**config.mk**
```make
export PLATFORM = sky130hd
export DESIGN_NAME = scan_fetch_gen
export DESIGN_NICKNAME = d
export VERILOG_FILES = /design/src/rtl/scan_fetch_pkg.sv /design/src/rtl/scan_field_ctl.sv /design/src/rtl/scan_line_seq.sv /design/src/rtl/scan_addr_gen.sv /design/src/rtl/scan_fetch_gen.sv
export SDC_FILE = /design/constraint.sdc
export NUM_CORES = 1
export LEC_CHECK = 0
export ABC_CLOCK_PERIOD_IN_PS = 2400
export BUFFER_PORTS_ARGS = -buffer_cell sky130_fd_sc_hd__buf_2
export CAP_MARGIN = 20
export CORE_UTILIZATION = 47
export DETAILED_ROUTE_END_ITERATION = 12
export PLACE_DENSITY = 0.69
export SLEW_MARGIN = 15
export SYNTH_ARGS = -nofsm -noshare
export SYNTH_HDL_FRONTEND = slang
export SYNTH_HIERARCHICAL = 1
export SYNTH_SLANG_ARGS = --single-unit
```
**constraint.sdc**
```tcl
create_clock -name clk -period 2.4 [get_ports clk]
set_clock_uncertainty 0.1 [all_clocks]
set_input_delay 0 -clock clk [delete_from_list [all_inputs] [get_ports clk]]
set_output_delay 0 -clock clk [all_outputs]
set_load 0.01 [all_outputs]
```
**src/rtl/scan_fetch_pkg.sv**
```systemverilog
package scan_fetch_pkg;

   // kind tag presented with every request
   typedef enum logic [1:0] {
      FK_CTRL = 2'd0,
      FK_PAL  = 2'd1,
      FK_PIX  = 2'd2
   } fetch_kind_e;

   // page setting codes (code 3 falls back to aux)
   localparam logic [1:0] PS_AUX   = 2'd0;
   localparam logic [1:0] PS_MAIN  = 2'd1;
   localparam logic [1:0] PS_SPLIT = 2'd2;

   // per-line sequencer states
   typedef enum logic [2:0] {
      S_IDLE = 3'd0,
      S_CTRL = 3'd1,
      S_WAIT = 3'd2,
      S_PAL  = 3'd3,
      S_PIX  = 3'd4
   } seq_state_e;

endpackage

```
**src/rtl/scan_field_ctl.sv**
```systemverilog
module scan_field_ctl
   import scan_fetch_pkg::*;
#(
   parameter int          BANK_W        = 8,
   parameter logic [7:0]  AUX_BANK      = 8'hE1,
   parameter logic [7:0]  MAIN_BANK     = 8'hE0,
   parameter bit          ODD_FROM_AUX  = 1'b1
) (
   input  logic              clk,
   input  logic              rst_n,
   input  logic              frame_strobe,
   input  logic [1:0]        page_sel,
   input  logic              ilace_en,
   output logic [BANK_W-1:0] cur_bank,
   output logic              field_odd
);

   localparam logic [BANK_W-1:0] AUX_B  = BANK_W'(AUX_BANK);
   localparam logic [BANK_W-1:0] MAIN_B = BANK_W'(MAIN_BANK);

   if (BANK_W < 1 || BANK_W > 8) begin : g_bad_bank_w
      $error("scan_field_ctl: BANK_W must be 1..8");
   end

   logic [1:0] sel_q;
   logic       ilace_q;
   logic [BANK_W-1:0] odd_bank;
   logic [BANK_W-1:0] even_bank;

   // settings only move at the frame boundary
   always_ff @(posedge clk) begin
      if (!rst_n) begin
         sel_q     <= PS_AUX;
         ilace_q   <= 1'b0;
         field_odd <= 1'b1;
      end else if (frame_strobe) begin
         sel_q     <= page_sel;
         ilace_q   <= ilace_en;
         field_odd <= ilace_en ? ~field_odd : 1'b1;
      end
   end

   // split-mode field to bank mapping variant
   if (ODD_FROM_AUX) begin : g_odd_aux
      assign odd_bank  = AUX_B;
      assign even_bank = MAIN_B;
   end else begin : g_odd_main
      assign odd_bank  = MAIN_B;
      assign even_bank = AUX_B;
   end

   always_comb begin
      case (sel_q)
         PS_MAIN:  cur_bank = MAIN_B;
         PS_SPLIT: cur_bank = field_odd ? odd_bank : even_bank;
         default:  cur_bank = AUX_B;
      endcase
   end


   field_hold_chk: assert property (@(posedge clk) disable iff (!rst_n)
      !ilace_q |-> field_odd);


   field_flip_chk: assert property (@(posedge clk) disable iff (!rst_n)
      (frame_strobe && ilace_en) |=> (field_odd != $past(field_odd)));


   cfg_latch_chk: assert property (@(posedge clk) disable iff (!rst_n)
      !frame_strobe |=> ($stable(sel_q) && $stable(ilace_q)));

endmodule

```
**src/rtl/scan_line_seq.sv**
```systemverilog
module scan_line_seq
   import scan_fetch_pkg::*;
#(
   parameter int LINES      = 200,
   parameter int LINE_BYTES = 160,
   parameter int PAL_BYTES  = 32,
   parameter int PAL_SEL_W  = 4,
   parameter int DATA_W     = 8,
   localparam int LINE_W    = $clog2(LINES + 1),
   localparam int MAX_RUN   = (LINE_BYTES > PAL_BYTES) ? LINE_BYTES : PAL_BYTES,
   localparam int CNT_W     = $clog2(MAX_RUN)
) (
   input  logic                 clk,
   input  logic                 rst_n,
   input  logic                 line_strobe,
   input  logic                 frame_strobe,
   input  logic                 fetch_ready,
   input  logic                 ctrl_rvalid,
   input  logic [DATA_W-1:0]    ctrl_rdata,
   output logic                 req_valid,
   output logic [1:0]           req_kind,
   output logic [LINE_W-1:0]    line_num,
   output logic [PAL_SEL_W-1:0] pal_idx,
   output logic [CNT_W-1:0]     run_cnt,
   output logic                 line_done
);

   localparam logic [CNT_W-1:0]  PAL_LAST  = CNT_W'(PAL_BYTES - 1);
   localparam logic [CNT_W-1:0]  PIX_LAST  = CNT_W'(LINE_BYTES - 1);
   localparam logic [LINE_W-1:0] LINE_LIM  = LINE_W'(LINES);

   if (PAL_SEL_W > DATA_W) begin : g_bad_sel_w
      $error("scan_line_seq: palette select wider than control byte");
   end
   if (LINES < 1 || LINE_BYTES < 2 || PAL_BYTES < 2) begin : g_bad_sizes
      $error("scan_line_seq: line and palette runs must be at least 2");
   end

   seq_state_e            state_q;
   logic [LINE_W-1:0]     line_q;
   logic [CNT_W-1:0]      cnt_q;
   logic [PAL_SEL_W-1:0]  idx_q;
   logic                  accept_line;

   assign accept_line = line_strobe && (line_q < LINE_LIM);

   always_ff @(posedge clk) begin
      if (!rst_n) begin
         state_q <= S_IDLE;
         line_q  <= '0;
         cnt_q   <= '0;
         idx_q   <= '0;
      end else if (frame_strobe) begin
         state_q <= S_IDLE;
         line_q  <= '0;
         cnt_q   <= '0;
      end else begin
         case (state_q)
            S_IDLE: begin
               if (accept_line) state_q <= S_CTRL;
            end
            S_CTRL: begin
               if (fetch_ready) state_q <= S_WAIT;
            end
            S_WAIT: begin
               if (ctrl_rvalid) begin
                  idx_q   <= ctrl_rdata[PAL_SEL_W-1:0];
                  cnt_q   <= '0;
                  state_q <= S_PAL;
               end
            end
            S_PAL: begin
               if (fetch_ready) begin
                  if (cnt_q == PAL_LAST) begin
                     cnt_q   <= '0;
                     state_q <= S_PIX;
                  end else begin
                     cnt_q <= cnt_q + 1'b1;
                  end
               end
            end
            S_PIX: begin
               if (fetch_ready) begin
                  if (cnt_q == PIX_LAST) begin
                     cnt_q   <= '0;
                     line_q  <= line_q + 1'b1;
                     state_q <= S_IDLE;
                  end else begin
                     cnt_q <= cnt_q + 1'b1;
                  end
               end
            end
            default: state_q <= S_IDLE;
         endcase
      end
   end

   always_comb begin
      req_valid = 1'b0;
      req_kind  = FK_CTRL;
      case (state_q)
         S_CTRL: begin req_valid = 1'b1; req_kind = FK_CTRL; end
         S_PAL:  begin req_valid = 1'b1; req_kind = FK_PAL;  end
         S_PIX:  begin req_valid = 1'b1; req_kind = FK_PIX;  end
         default: ;
      endcase
   end

   assign line_num  = line_q;
   assign pal_idx   = idx_q;
   assign run_cnt   = cnt_q;
   assign line_done = (state_q == S_PIX) && fetch_ready && (cnt_q == PIX_LAST)
                      && !frame_strobe;


   line_bound_chk: assert property (@(posedge clk) disable iff (!rst_n)
      line_q <= LINE_LIM);


   busy_ignore_chk: assert property (@(posedge clk) disable iff (!rst_n)
      (state_q == S_CTRL && !frame_strobe) |=> $stable(line_q));


   abort_chk: assert property (@(posedge clk) disable iff (!rst_n)
      frame_strobe |=> (state_q == S_IDLE && line_q == '0));


   pix_after_pal_chk: assert property (@(posedge clk) disable iff (!rst_n)
      (state_q == S_PIX) |-> ($past(state_q) == S_PAL || $past(state_q) == S_PIX));

endmodule

```
**src/rtl/scan_addr_gen.sv**
```systemverilog
module scan_addr_gen
   import scan_fetch_pkg::*;
#(
   parameter int          ADDR_W     = 16,
   parameter int          LINE_BYTES = 160,
   parameter int          PAL_BYTES  = 32,
   parameter int          PAL_SEL_W  = 4,
   parameter int          LINE_W     = 8,
   parameter int          CNT_W      = 8,
   parameter logic [15:0] PIX_BASE   = 16'h2000,
   parameter logic [15:0] CTRL_BASE  = 16'h9D00,
   parameter logic [15:0] PAL_BASE   = 16'h9E00,
   parameter bit          PIX_MUL    = 1'b0
) (
   input  logic                 clk,
   input  logic                 rst_n,
   input  logic                 frame_strobe,
   input  logic                 line_done,
   input  logic [1:0]           req_kind,
   input  logic [LINE_W-1:0]    line_num,
   input  logic [PAL_SEL_W-1:0] pal_idx,
   input  logic [CNT_W-1:0]     run_cnt,
   output logic [ADDR_W-1:0]    addr
);

   localparam logic [ADDR_W-1:0] PIX_B  = ADDR_W'(PIX_BASE);
   localparam logic [ADDR_W-1:0] CTRL_B = ADDR_W'(CTRL_BASE);
   localparam logic [ADDR_W-1:0] PAL_B  = ADDR_W'(PAL_BASE);
   localparam logic [ADDR_W-1:0] STRIDE = ADDR_W'(LINE_BYTES);
   localparam logic [ADDR_W-1:0] PSIZE  = ADDR_W'(PAL_BYTES);

   logic [ADDR_W-1:0] line_base;
   logic [ADDR_W-1:0] pal_start;

   // pixel base: multiplier or running accumulator
   if (PIX_MUL) begin : g_pix_mul
      assign line_base = PIX_B + ADDR_W'(line_num) * STRIDE;
   end else begin : g_pix_acc
      logic [ADDR_W-1:0] acc_q;
      always_ff @(posedge clk) begin
         if (!rst_n || frame_strobe) begin
            acc_q <= PIX_B;
         end else if (line_done) begin
            acc_q <= acc_q + STRIDE;
         end
      end
      assign line_base = acc_q;
   end

   assign pal_start = PAL_B + ADDR_W'(pal_idx) * PSIZE;

   always_comb begin
      case (req_kind)
         FK_PAL:  addr = pal_start + ADDR_W'(run_cnt);
         FK_PIX:  addr = line_base + ADDR_W'(run_cnt);
         default: addr = CTRL_B + ADDR_W'(line_num);
      endcase
   end

endmodule

```
**src/rtl/scan_fetch_gen.sv**
```systemverilog
module scan_fetch_gen
   import scan_fetch_pkg::*;
#(
   parameter int          LINES      = 200,
   parameter int          LINE_BYTES = 160,
   parameter int          PAL_BYTES  = 32,
   parameter int          PAL_SEL_W  = 4,
   parameter int          ADDR_W     = 16,
   parameter int          BANK_W     = 8,
   parameter int          DATA_W     = 8,
   parameter logic [15:0] PIX_BASE   = 16'h2000,
   parameter logic [15:0] CTRL_BASE  = 16'h9D00,
   parameter logic [15:0] PAL_BASE   = 16'h9E00,
   parameter logic [7:0]  AUX_BANK   = 8'hE1,
   parameter logic [7:0]  MAIN_BANK  = 8'hE0,
   parameter bit          PIX_MUL    = 1'b0
) (
   input  logic              clk,
   input  logic              rst_n,
   input  logic              line_strobe,
   input  logic              frame_strobe,
   input  logic [1:0]        page_sel,
   input  logic              ilace_en,
   output logic              fetch_valid,
   input  logic              fetch_ready,
   output logic [BANK_W-1:0] fetch_bank,
   output logic [ADDR_W-1:0] fetch_addr,
   output logic [1:0]        fetch_kind,
   input  logic              ctrl_rvalid,
   input  logic [DATA_W-1:0] ctrl_rdata
);

   localparam int LINE_W   = $clog2(LINES + 1);
   localparam int MAX_RUN  = (LINE_BYTES > PAL_BYTES) ? LINE_BYTES : PAL_BYTES;
   localparam int CNT_W    = $clog2(MAX_RUN);
   localparam int PIX_END  = int'(PIX_BASE) + LINES * LINE_BYTES;
   localparam int PAL_END  = int'(PAL_BASE) + (2 ** PAL_SEL_W) * PAL_BYTES;

   // region layout sanity at elaboration
   if (PIX_END > int'(CTRL_BASE)) begin : g_bad_pix_region
      $error("scan_fetch_gen: pixel region overlaps control bytes");
   end
   if (int'(CTRL_BASE) + LINES > int'(PAL_BASE)) begin : g_bad_ctrl_region
      $error("scan_fetch_gen: control region overlaps palettes");
   end
   if (PAL_END > 2 ** ADDR_W) begin : g_bad_pal_region
      $error("scan_fetch_gen: palette region exceeds address space");
   end

   logic [LINE_W-1:0]    line_num;
   logic [PAL_SEL_W-1:0] pal_idx;
   logic [CNT_W-1:0]     run_cnt;
   logic                 line_done;
   logic                 field_odd;

   scan_field_ctl #(
      .BANK_W    (BANK_W),
      .AUX_BANK  (AUX_BANK),
      .MAIN_BANK (MAIN_BANK),
      .ODD_FROM_AUX(1'b1)
   ) field_i (
      .clk          (clk),
      .rst_n        (rst_n),
      .frame_strobe (frame_strobe),
      .page_sel     (page_sel),
      .ilace_en     (ilace_en),
      .cur_bank     (fetch_bank),
      .field_odd    (field_odd)
   );

   scan_line_seq #(
      .LINES      (LINES),
      .LINE_BYTES (LINE_BYTES),
      .PAL_BYTES  (PAL_BYTES),
      .PAL_SEL_W  (PAL_SEL_W),
      .DATA_W     (DATA_W)
   ) seq_i (
      .clk          (clk),
      .rst_n        (rst_n),
      .line_strobe  (line_strobe),
      .frame_strobe (frame_strobe),
      .fetch_ready  (fetch_ready),
      .ctrl_rvalid  (ctrl_rvalid),
      .ctrl_rdata   (ctrl_rdata),
      .req_valid    (fetch_valid),
      .req_kind     (fetch_kind),
      .line_num     (line_num),
      .pal_idx      (pal_idx),
      .run_cnt      (run_cnt),
      .line_done    (line_done)
   );

   scan_addr_gen #(
      .ADDR_W     (ADDR_W),
      .LINE_BYTES (LINE_BYTES),
      .PAL_BYTES  (PAL_BYTES),
      .PAL_SEL_W  (PAL_SEL_W),
      .LINE_W     (LINE_W),
      .CNT_W      (CNT_W),
      .PIX_BASE   (PIX_BASE),
      .CTRL_BASE  (CTRL_BASE),
      .PAL_BASE   (PAL_BASE),
      .PIX_MUL    (PIX_MUL)
   ) addr_i (
      .clk          (clk),
      .rst_n        (rst_n),
      .frame_strobe (frame_strobe),
      .line_done    (line_done),
      .req_kind     (fetch_kind),
      .line_num     (line_num),
      .pal_idx      (pal_idx),
      .run_cnt      (run_cnt),
      .addr         (fetch_addr)
   );


   req_hold_chk: assert property (@(posedge clk) disable iff (!rst_n)
      (fetch_valid && !fetch_ready && !frame_strobe) |=>
      (fetch_valid && $stable(fetch_addr) && $stable(fetch_bank) && $stable(fetch_kind)));


   ctrl_region_chk: assert property (@(posedge clk) disable iff (!rst_n)
      (fetch_valid && fetch_kind == FK_CTRL) |->
      (fetch_addr >= ADDR_W'(CTRL_BASE) && fetch_addr < ADDR_W'(PAL_BASE)));


   pal_region_chk: assert property (@(posedge clk) disable iff (!rst_n)
      (fetch_valid && fetch_kind == FK_PAL) |-> (fetch_addr >= ADDR_W'(PAL_BASE)));


   pix_region_chk: assert property (@(posedge clk) disable iff (!rst_n)
      (fetch_valid && fetch_kind == FK_PIX) |->
      (fetch_addr >= ADDR_W'(PIX_BASE) && fetch_addr < ADDR_W'(CTRL_BASE)));


   bank_steady_chk: assert property (@(posedge clk) disable iff (!rst_n)
      (fetch_valid && $past(fetch_valid) && !$past(frame_strobe)) |-> $stable(fetch_bank));


   abort_quiet_chk: assert property (@(posedge clk) disable iff (!rst_n)
      frame_strobe |=> !fetch_valid);

endmodule

```
==> results.yml, run 1 <==
run_status:
  run_status: "complete, no violations"
place:
  placed_cell_area_sq_um: 2794
  gp_congestion: 0.8233
  placed_cells: 408
  place_ws_ns: 0.1685
  io_buffers: 32
  place_hpwl_mm: 4.221
timing:
  setup_viol: 0
  fmax_mhz: 431.3
  period_minus_slack_ns: 2.319
  hold_violations: 0
  rsz0062_at_grt: "false"
  finalCritPeriodShare_pct: 96.61
  tns_ns: 0
  slew_violations: 0
  fin_ws_ns: 0.08147
worst_setup_path:
  worst-setup-path-type: "flip-flop to primary output"
  required_ns: 2.30
  cp-end-kind: "primary output"
  r2r-start: "seq_i/run_cnt[0]$_SDFFE_PP0P_"
  crit_start: "seq_i/state_q[1]$_SDFFE_PP0P_"
  arrival_ns: 2.22
  cp-start-kind: "flip-flop"
  crit_fanout: 25
yosys:
  synth_area_leader_cell: "dfxtp_1"
  netlist_area_sq_um: 2540
  synthCells: 306
  synth-seq-area-share_pct: 29.16
  ys_warn_count: 6
  synthTopCellsByArea: "dfxtp_1 (29%), ha_1 (5.9%), xor2_1 (4.5%), xnor2_1 (4.1%), mux2i_1 (3.9%)"
  ys_types: 57
  synth-async-reset-ratio_pct: 0
  synth_edf_count: 0
  yosys.area.top_type_share_pct: 29.16
  ys_seq_elements: 37
  synth_flop_cell: "dfxtp_1"
  syn_area_per_cell_sq_um: 8.300
global_route:
  grt_max_degree: 26
  grt_pass1_vias: 2041
  overflow: 0
  grt_pass1_wl_mm: 9.135
  grt_use_total_pct: 20.78
  antenna_found_initial: 0
floorplan:
  core_sq_um: 5140
  start_util_pct: 49.42
  die_y_um: 75.51
  die_w_um: 75.51
  rows: 26
  pin_count: 44
  die-area_sq_um: 5702
detailed_routing:
  wl_mm: 5.764
  vias: 2273
  wl_per_cell_um: 13.47
  drc_errors: 0
  dr.pass1.iters: 4
  ant_nets: 0
  drt-initial-drc-count: 111
  via_per_inst: 5.311
cts:
  cts_root_buf: "clkbuf_8"
  clk_latency_ns: 0.30
  cts_sinks: 37
  cts_tree: "yes"
  clk_pin_slew_ns: 0.07
  cts_made_buffers: 5
  clockBufferDepth: 2
  htreeDepth: 2
power:
  peakVddDrop_mv: 0.3427
  power_mw: 1.278
  power_density_nw_per_um2: 412.5
  p_leak_nw: 1.249
cells_and_area:
  final_nets: 388
  final_cell_area_sq_um: 3097
  drive_gt1_share_pct: 23.74
  fin_cells: 428
  antenna_cells: 0
  synthToLayoutAreaGrowth_pct: 21.92
worst_hold_path:
  worstHoldStart: "fetch_ready"
  hold_path.class: "input pin to flip-flop"
run:
  cap_violations: 0
==> stage by stage <==
stage	util (%)	hold slack, ns
after floorplan	-	-0.02001
after global placement	54.36	0.1579
after detailed placement	54.36	0.1713
after CTS	58.79	0.08146
after global routing	60.25	0.08167
final	60.25	0.08184
==> sequential cells by signal (all words and copies together) (netlist names) <==
register,flops
addr_i/g_pix_acc.acc_q,11
field_i/field_odd,1
field_i/sel_q,2
seq_i/line_num,8
seq_i/pal_idx,4
seq_i/run_cnt,8
seq_i/state_q,3
==> final cells by class <==
class	count	area [sq um]
multi-input cells	240	1690
clock buffers	7	86.33
well taps	70	87.58
flip-flops and latches	37	754.5
clock inverters	1	30.03
repair buffers	60	399.1
inverters	13	48.80
fillers	489	2043
==> what timing repair did <==
item	in CTS	in global routing
hold endpoints to repair	7	0
pin swaps	0	1
cloned	0	0
hold buffers	10	0
buffers inserted	0	2
gates resized for setup	6	16
endpoints found under the setup margin	7	16
==> cells in the final DEF, fill, tap and decap left out, types with 4 or more instances in the layout <==
master	n
nand2_1	25
a21oi_1	9
o21ai_0	15
buf_2	32
ha_1	9
clkbuf_8	6
a221o_1	4
nor2b_1	10
o211ai_1	5
dfxtp_1	32
xnor2_1	12
xor2_1	13
mux2i_1	10
nand2b_1	6
or3_1	8
conb_1	7
nor2_1	25
a211oi_1	4
buf_4	17
inv_1	11
nand3_1	10
nor3_1	4
a21o_1	5
and3_1	4
dlygate4sd3_1	10
==> where the power goes <==
group | total [mW] | switching, mW | internal [mW] | leakage [nW]
Sequential | 0.619 | 0.00375 | 0.616 | 0.302
Combinational | 0.0919 | 0.0477 | 0.0442 | 0.888
Clock | 0.566 | 0.227 | 0.339 | 0.0585
==> synth_stat cells, drive strengths merged, types with 3 or more instances <==
master   n
and3     5
o211ai   5
mux2i   10
nand3   11
nor3     6
and4     3
nand4    3
a211oi   5
clkbuf   6
nand2   26
a31oi    3
and2     3
nor2b   12
dfxtp   37
inv     13
ha      12
nor2    25
buf     15
or3      8
a21oi    9
a21o     5
xor2    13
a221o    4
or3b     3
o21ai   20
xnor2   12
nand2b   6
==> cell families (layout without fill, tap and decap cells) <==
group,after synthesis,count (layout),share of synthesized area [%]
AND/OR/NAND/NOR,120,120,25.72
AO/OA/AOI/OAI,64,64,17.64
flip-flops,37,37,29.16
buffers and inverters,34,81,7.143
XOR/XNOR,25,25,8.621
adder cells (fa/ha/maj),14,14,7.488
multiplexers,10,10,3.941
other,2,7,0.2957
==> layer usage <==
metal | wire length [um] | vias to the layer above | GRT usage [%]
li1 | - | 1167 | -
met2 | 2711 | 53 | 34.42
met4 | 45 | 0 | 5.350
met3 | 235 | 4 | 4.233
met1 | 2772 | 1049 | 27.65
met5 | 0 | - | 0
==> critical path: stages, from the launching register on <==
cell and delay [ns]:
dfxtp_4 0.35, or3b_4 0.40, inv_2 0.07, buf_6 0.12
ha_4 0.20, buf_4 0.20, a221oi_1 0.36, a21oi_1 0.07
buf_2 0.16
==> worst paths after layout <==
path	cells past startpoint	slack [ns]	to
hold reg to reg	1	0.37	seq_i/state_q[1]$_SDFFE_PP0P_
hold / removal	4	0.08	seq_i/run_cnt[1]$_SDFFE_PP0P_
setup / recovery	8	0.08	fetch_addr[7]
setup reg to reg	7	0.17	addr_i/g_pix_acc.acc_q[10]$_SDFFE_PP0P_
(Power assumes the default switching activity.)
==> run 2, diff against run 1 <==
REMOVE_ABC_BUFFERS = 1   (was default)
==> run 2 against run 1 <==
Fmax shrank 1.1%. Cell area shrank 2.7%. Non-clock buffer count shrank 5. Final cell count is 1.4% lower. Via count grew 0.13%. Worst hold slack got worse by 0.065 ns. Highest routed layer unchanged.
==> results.yml, run 2 (synthesis results as in run 1) <==
place:
  gp_congestion: 0.8366
  place_hpwl_mm: 4.368
  io_buffers: 32
  placed_cell_area_sq_um: 2771
floorplan:
  start_util_pct: 49.42
  die-area_sq_um: 5702
  die_y_um: 75.51
  pin_count: 44
  core_sq_um: 5140
  die_w_um: 75.51
  rows: 26
cells_and_area:
  final_nets: 383
  antenna_cells: 0
  largest_reg_flops: 11
  mostFrequentLayoutCell: "dfxtp_1"
  layout_common_cells: "dfxtp_1 (33), buf_2 (32), nand2_1 (25), nor2_1 (25), o21ai_0 (15)"
  synthToLayoutAreaGrowth_pct: 18.62
  top_register: "addr_i/g_pix_acc.acc_q"
  final_cell_area_sq_um: 3013
  drive_gt1_share_pct: 20.74
worst_setup_path:
  slowest_stage: "or4b_1"
  cp-end-kind: "primary output"
  path_cells: "ha_4 -> inv_1 -> fa_2 -> nor2b_4 -> o21ai_2 -> or4b_1 -> o211ai_1 -> buf_2"
  slowest_delay_ns: 0.47
  crit_fanout: 8
  cp-start-kind: "flip-flop"
  arrival_ns: 2.25
  required_ns: 2.30
  worst-setup-path-type: "flip-flop to primary output"
global_route:
  antenna_found_initial: 0
  grt_pass1_vias: 2082
  grt_pass1_wl_mm: 9.411
  grt_max_degree: 26
  grt_use_total_pct: 21.90
  overflow: 0
detailed_routing:
  ant_nets: 0
  vias: 2276
  dr.pass1.iters: 4
  wl_per_cell_um: 13.91
  via_per_inst: 5.393
  drc_errors: 0
  wl_mm: 5.870
  drt-initial-drc-count: 117
timing:
  hold_ws_ns: 0.01731
  fmax_mhz: 426.4
  finalCritPeriodShare_pct: 97.72
  setup_viol: 0
  slew_violations: 0
  hold_violations: 0
  period_minus_slack_ns: 2.345
  rsz0062_at_grt: "true"
cts:
  cts_tree: "yes"
  cts_setup_buffers: 0
  cts_root_buf: "clkbuf_8"
  htreeDepth: 2
  clk_latency_ns: 0.30
  clk_pin_slew_ns: 0.07
  cts_sinks: 37
  cts_made_buffers: 5
  clockBufferDepth: 2
power:
  power_mw: 1.167
  p_leak_nw: 1.209
  power_density_nw_per_um2: 387.4
  peakVddDrop_mv: 0.2776
run:
  cap_violations: 0
worst_hold_path:
  hold_path.class: "input pin to flip-flop"
run_status:
  run_status: "complete, no violations"
## run 2: final cells by class
cell class | instances | area [sq um]
Tap cell | 70 | 87.58
Fill cell | 495 | 2127
Sequential cell | 37 | 753.2
Inverter | 13 | 48.80
Clock buffer | 7 | 86.33
Multi-Input combinational cell | 240 | 1675
Timing Repair Buffer | 55 | 361.6
## run 2: path summary, 6_finish.rpt
path	from	end	slack, ns	cells after the start
setup / recovery	seq_i/run_cnt[5]$_SDFFE_PP0P_	fetch_addr[9]	0.05	8
hold / removal	frame_strobe	field_i/sel_q[1]$_SDFFE_PN0P_	0.02	3
setup reg to reg	seq_i/run_cnt[0]$_SDFFE_PP0P_	addr_i/g_pix_acc.acc_q[10]$_SDFFE_PP0P_	0.21	7
hold reg to reg	seq_i/state_q[1]$_SDFFE_PP0P_	seq_i/state_q[1]$_SDFFE_PP0P_	0.40	1
## run 2: critical path, delay by kind of cell, from the launching register on
kind	cells	cell delay, ns
AOI/OAI and AO/OA	2	0.16
adders and majority gates	2	0.53
buffers and inverters	2	0.21
DFF	1	0.40
and+or+nand+nor	2	0.63
## run 2: stage by stage
stage	worst slack (ns)	util [%]	cells	TNS, ns
finish	0.05474	58.62	422	0
floorplan	-0.1138	-	290	-0.4909
CTS	0.0003328	57.98	422	0
global placement	0.1634	53.92	405	0
global route	-0.03078	58.62	422	-0.03078
detailed placement	0.1082	53.92	405	0
## run 2: timing repair
action / 4_1_cts / 5_1_grt
endpoints found under the setup margin: 9 / 12
resized for setup: 9 / 8
gates cloned: 0 / 0
hold endpoints to repair: 7 / 0
hold buffers: 10 / 0
## run 2: report_power, final
group | internal (mW) | switching [mW] | leakage (nW) | total (mW)
Clock | 0.228 | 0.226 | 0.0443 | 0.454
Combinational | 0.0441 | 0.0490 | 0.863 | 0.0931
Sequential | 0.616 | 0.00410 | 0.302 | 0.620
Total | 0.888 | 0.279 | 1.21 | 1.17
## run 2: routing by layer
layer | wire (um) | track usage, %
met2 | 2788 | 35.91
met1 | 2800 | 28.85
met4 | 53 | 7.613
met5 | 0 | 0
met3 | 229 | 4.233
==> run 3, diff against run 2 <==
==> constraint.sdc (replaced) <==
create_clock -name clk -period 2.4 [get_ports clk]
set_clock_uncertainty 0.1 [all_clocks]
set_input_delay 0.12 -clock clk [delete_from_list [all_inputs] [get_ports clk]]
set_output_delay 0.12 -clock clk [all_outputs]
set_load 0.01 [all_outputs]
==> run 3 against run 2 <==
Register-to-register slack worse by 0.05 ns. Sequential share of layout area is 1.1 points lower. Clock-buffer cell count is 1 lower. Via count is 3.3% higher. Utilization is 2.7 points higher. Flip-flop and latch count stayed put. Clock power is 21% higher. Critical path depth is 1 higher. Final cell count is 2.6% higher.
==> results.yml, run 3 (synthesis results as in run 1) <==
cells_and_area:
  drive_gt1_share_pct: 26.45
  largest_reg_flops: 11
  synthToLayoutAreaGrowth_pct: 24.14
  mostFrequentLayoutCell: "buf_2"
  final_cell_area_sq_um: 3153
  final_nets: 393
  fillers: 477
  fin_util_pct: 61.34
  multi_input_area_sq_um: 1712
  top_register: "addr_i/g_pix_acc.acc_q"
  regArea_sq_um: 754.5
  antenna_cells: 0
  layout_common_cells: "buf_2 (32), dfxtp_1 (30), nand2_1 (25), nor2_1 (25), buf_4 (23)"
detailed_routing:
  vias: 2351
  ant_nets: 0
  wl_per_cell_um: 13.74
  via_per_inst: 5.430
  dr.pass1.iters: 5
  drt-initial-drc-count: 158
  wl_mm: 5.948
  drc_errors: 0
timing:
  slew_violations: 0
  finalCritPeriodShare_pct: 98.35
  fmax_mhz: 423.7
  rsz0062_at_grt: "true"
  setup_viol: 0
  period_minus_slack_ns: 2.360
  hold_violations: 0
power:
  power_density_nw_per_um2: 400.0
  power_mw: 1.261
  p_leak_nw: 1.268
  peakVddDrop_mv: 0.3532
worst_setup_path:
  r2r-start: "seq_i/run_cnt[5]$_SDFFE_PP0P_"
  r2r_slack_ns: 0.16
  crit_family: "adder cells"
  worst-setup-path-type: "flip-flop to primary output"
  slowest_delay_ns: 0.36
  required_ns: 2.18
  path_cells: "ha_4 -> inv_2 -> fa_2 -> nor2b_4 -> buf_6 -> o211ai_1 -> xnor2_1 -> a221o_1 -> buf_2"
  arrival_ns: 2.14
  cp-start-kind: "flip-flop"
  cp-end-kind: "primary output"
  crit_fanout: 3
  slowest_stage: "dfxtp_2"
  crit_start: "seq_i/run_cnt[5]$_SDFFE_PP0P_"
  path_buf_inv: 3
global_route:
  antenna_found_initial: 0
  grt_pass1_vias: 2111
  overflow: 0
  grt_use_total_pct: 22.21
  grt_max_degree: 17
  grt_pass1_wl_mm: 9.563
place:
  placed_cell_area_sq_um: 2786
  gp_congestion: 0.8206
  place_hpwl_mm: 4.315
  io_buffers: 32
floorplan:
  core_sq_um: 5140
  die_y_um: 75.51
  die_w_um: 75.51
  rows: 26
  die-area_sq_um: 5702
  pin_count: 44
  start_util_pct: 49.42
cts:
  clockBufferDepth: 2
  clk_pin_slew_ns: 0.08
  clk_latency_ns: 0.30
  cts_root_buf: "clkbuf_8"
  htreeDepth: 2
  cts_tree: "yes"
  cts_sinks: 37
  cts_made_buffers: 5
run:
  cap_violations: 0
worst_hold_path:
  hold_path.class: "input pin to flip-flop"
  worstHoldStart: "ilace_en"
run_status:
  run_status: "complete, no violations"
-- run 3: where the power goes --
part	switching (mW)	internal, mW
Sequential	0.00388	0.616
Clock	0.238	0.312
Combinational	0.0492	0.0416
-- run 3: what timing repair did --
action                                  CTS  global route
gates resized for setup                  18            11
hold buffers                              7             0
buffers inserted                          6             5
endpoints found under the setup margin   12            10
hold endpoints to repair                  7             0
pin swaps                                 6            13
gates cloned                              0             0
-- run 3: path summary, 6_finish.rpt --
| kind | to | depth (start not counted) |
|---|---|---|
| max | fetch_addr[11] | 9 |
| min | field_i/field_odd$_SDFFE_PN1P_ | 3 |
| min reg2reg | seq_i/state_q[1]$_SDFFE_PP0P_ | 1 |
| max reg2reg | addr_i/g_pix_acc.acc_q[10]$_SDFFE_PP0P_ | 7 |
-- run 3: cell type report --
type / count / area share, %
Clock buffer: 6 / 2.302
Sequential cell: 37 / 23.93
Multi-Input combinational cell: 240 / 54.29
Timing Repair Buffer: 65 / 13.85
Tap cell: 70 / 2.778
Clock inverter: 2 / 1.230
Inverter: 13 / 1.627
-- run 3: per-layer routing --
layer	up-vias	part of all wire [%]	GRT usage, %
met5	-	0	0
met1	1099	47	29.67
met3	8	5.3	5.291
li1	1183	-	-
met2	61	47	35.42
met4	0	1.0	7.202
-- run 3: worst reg2reg max path, stage by stage (launching register included) --
cell	delay, ns
dfxtp_2	0.34
buf_4	0.16
nor4bb_2	0.37
and4_1	0.30
nor2b_1	0.25
nand3_1	0.17
or3_1	0.33
a21oi_1	0.15
-- run 3: through the flow --
step	hold WS [ns]	setup WS, ns	setup TNS [ns]	cells
after floorplan	0.09999	-0.1138	-0.4909	290
after global placement	0.2794	0.1256	0	407
after detailed placement	0.2845	0.1009	0	407
after CTS	0.03777	0.0008196	0	428
after global routing	0.06980	-0.03502	-0.06084	433
final	0.05689	0.03961	0	433
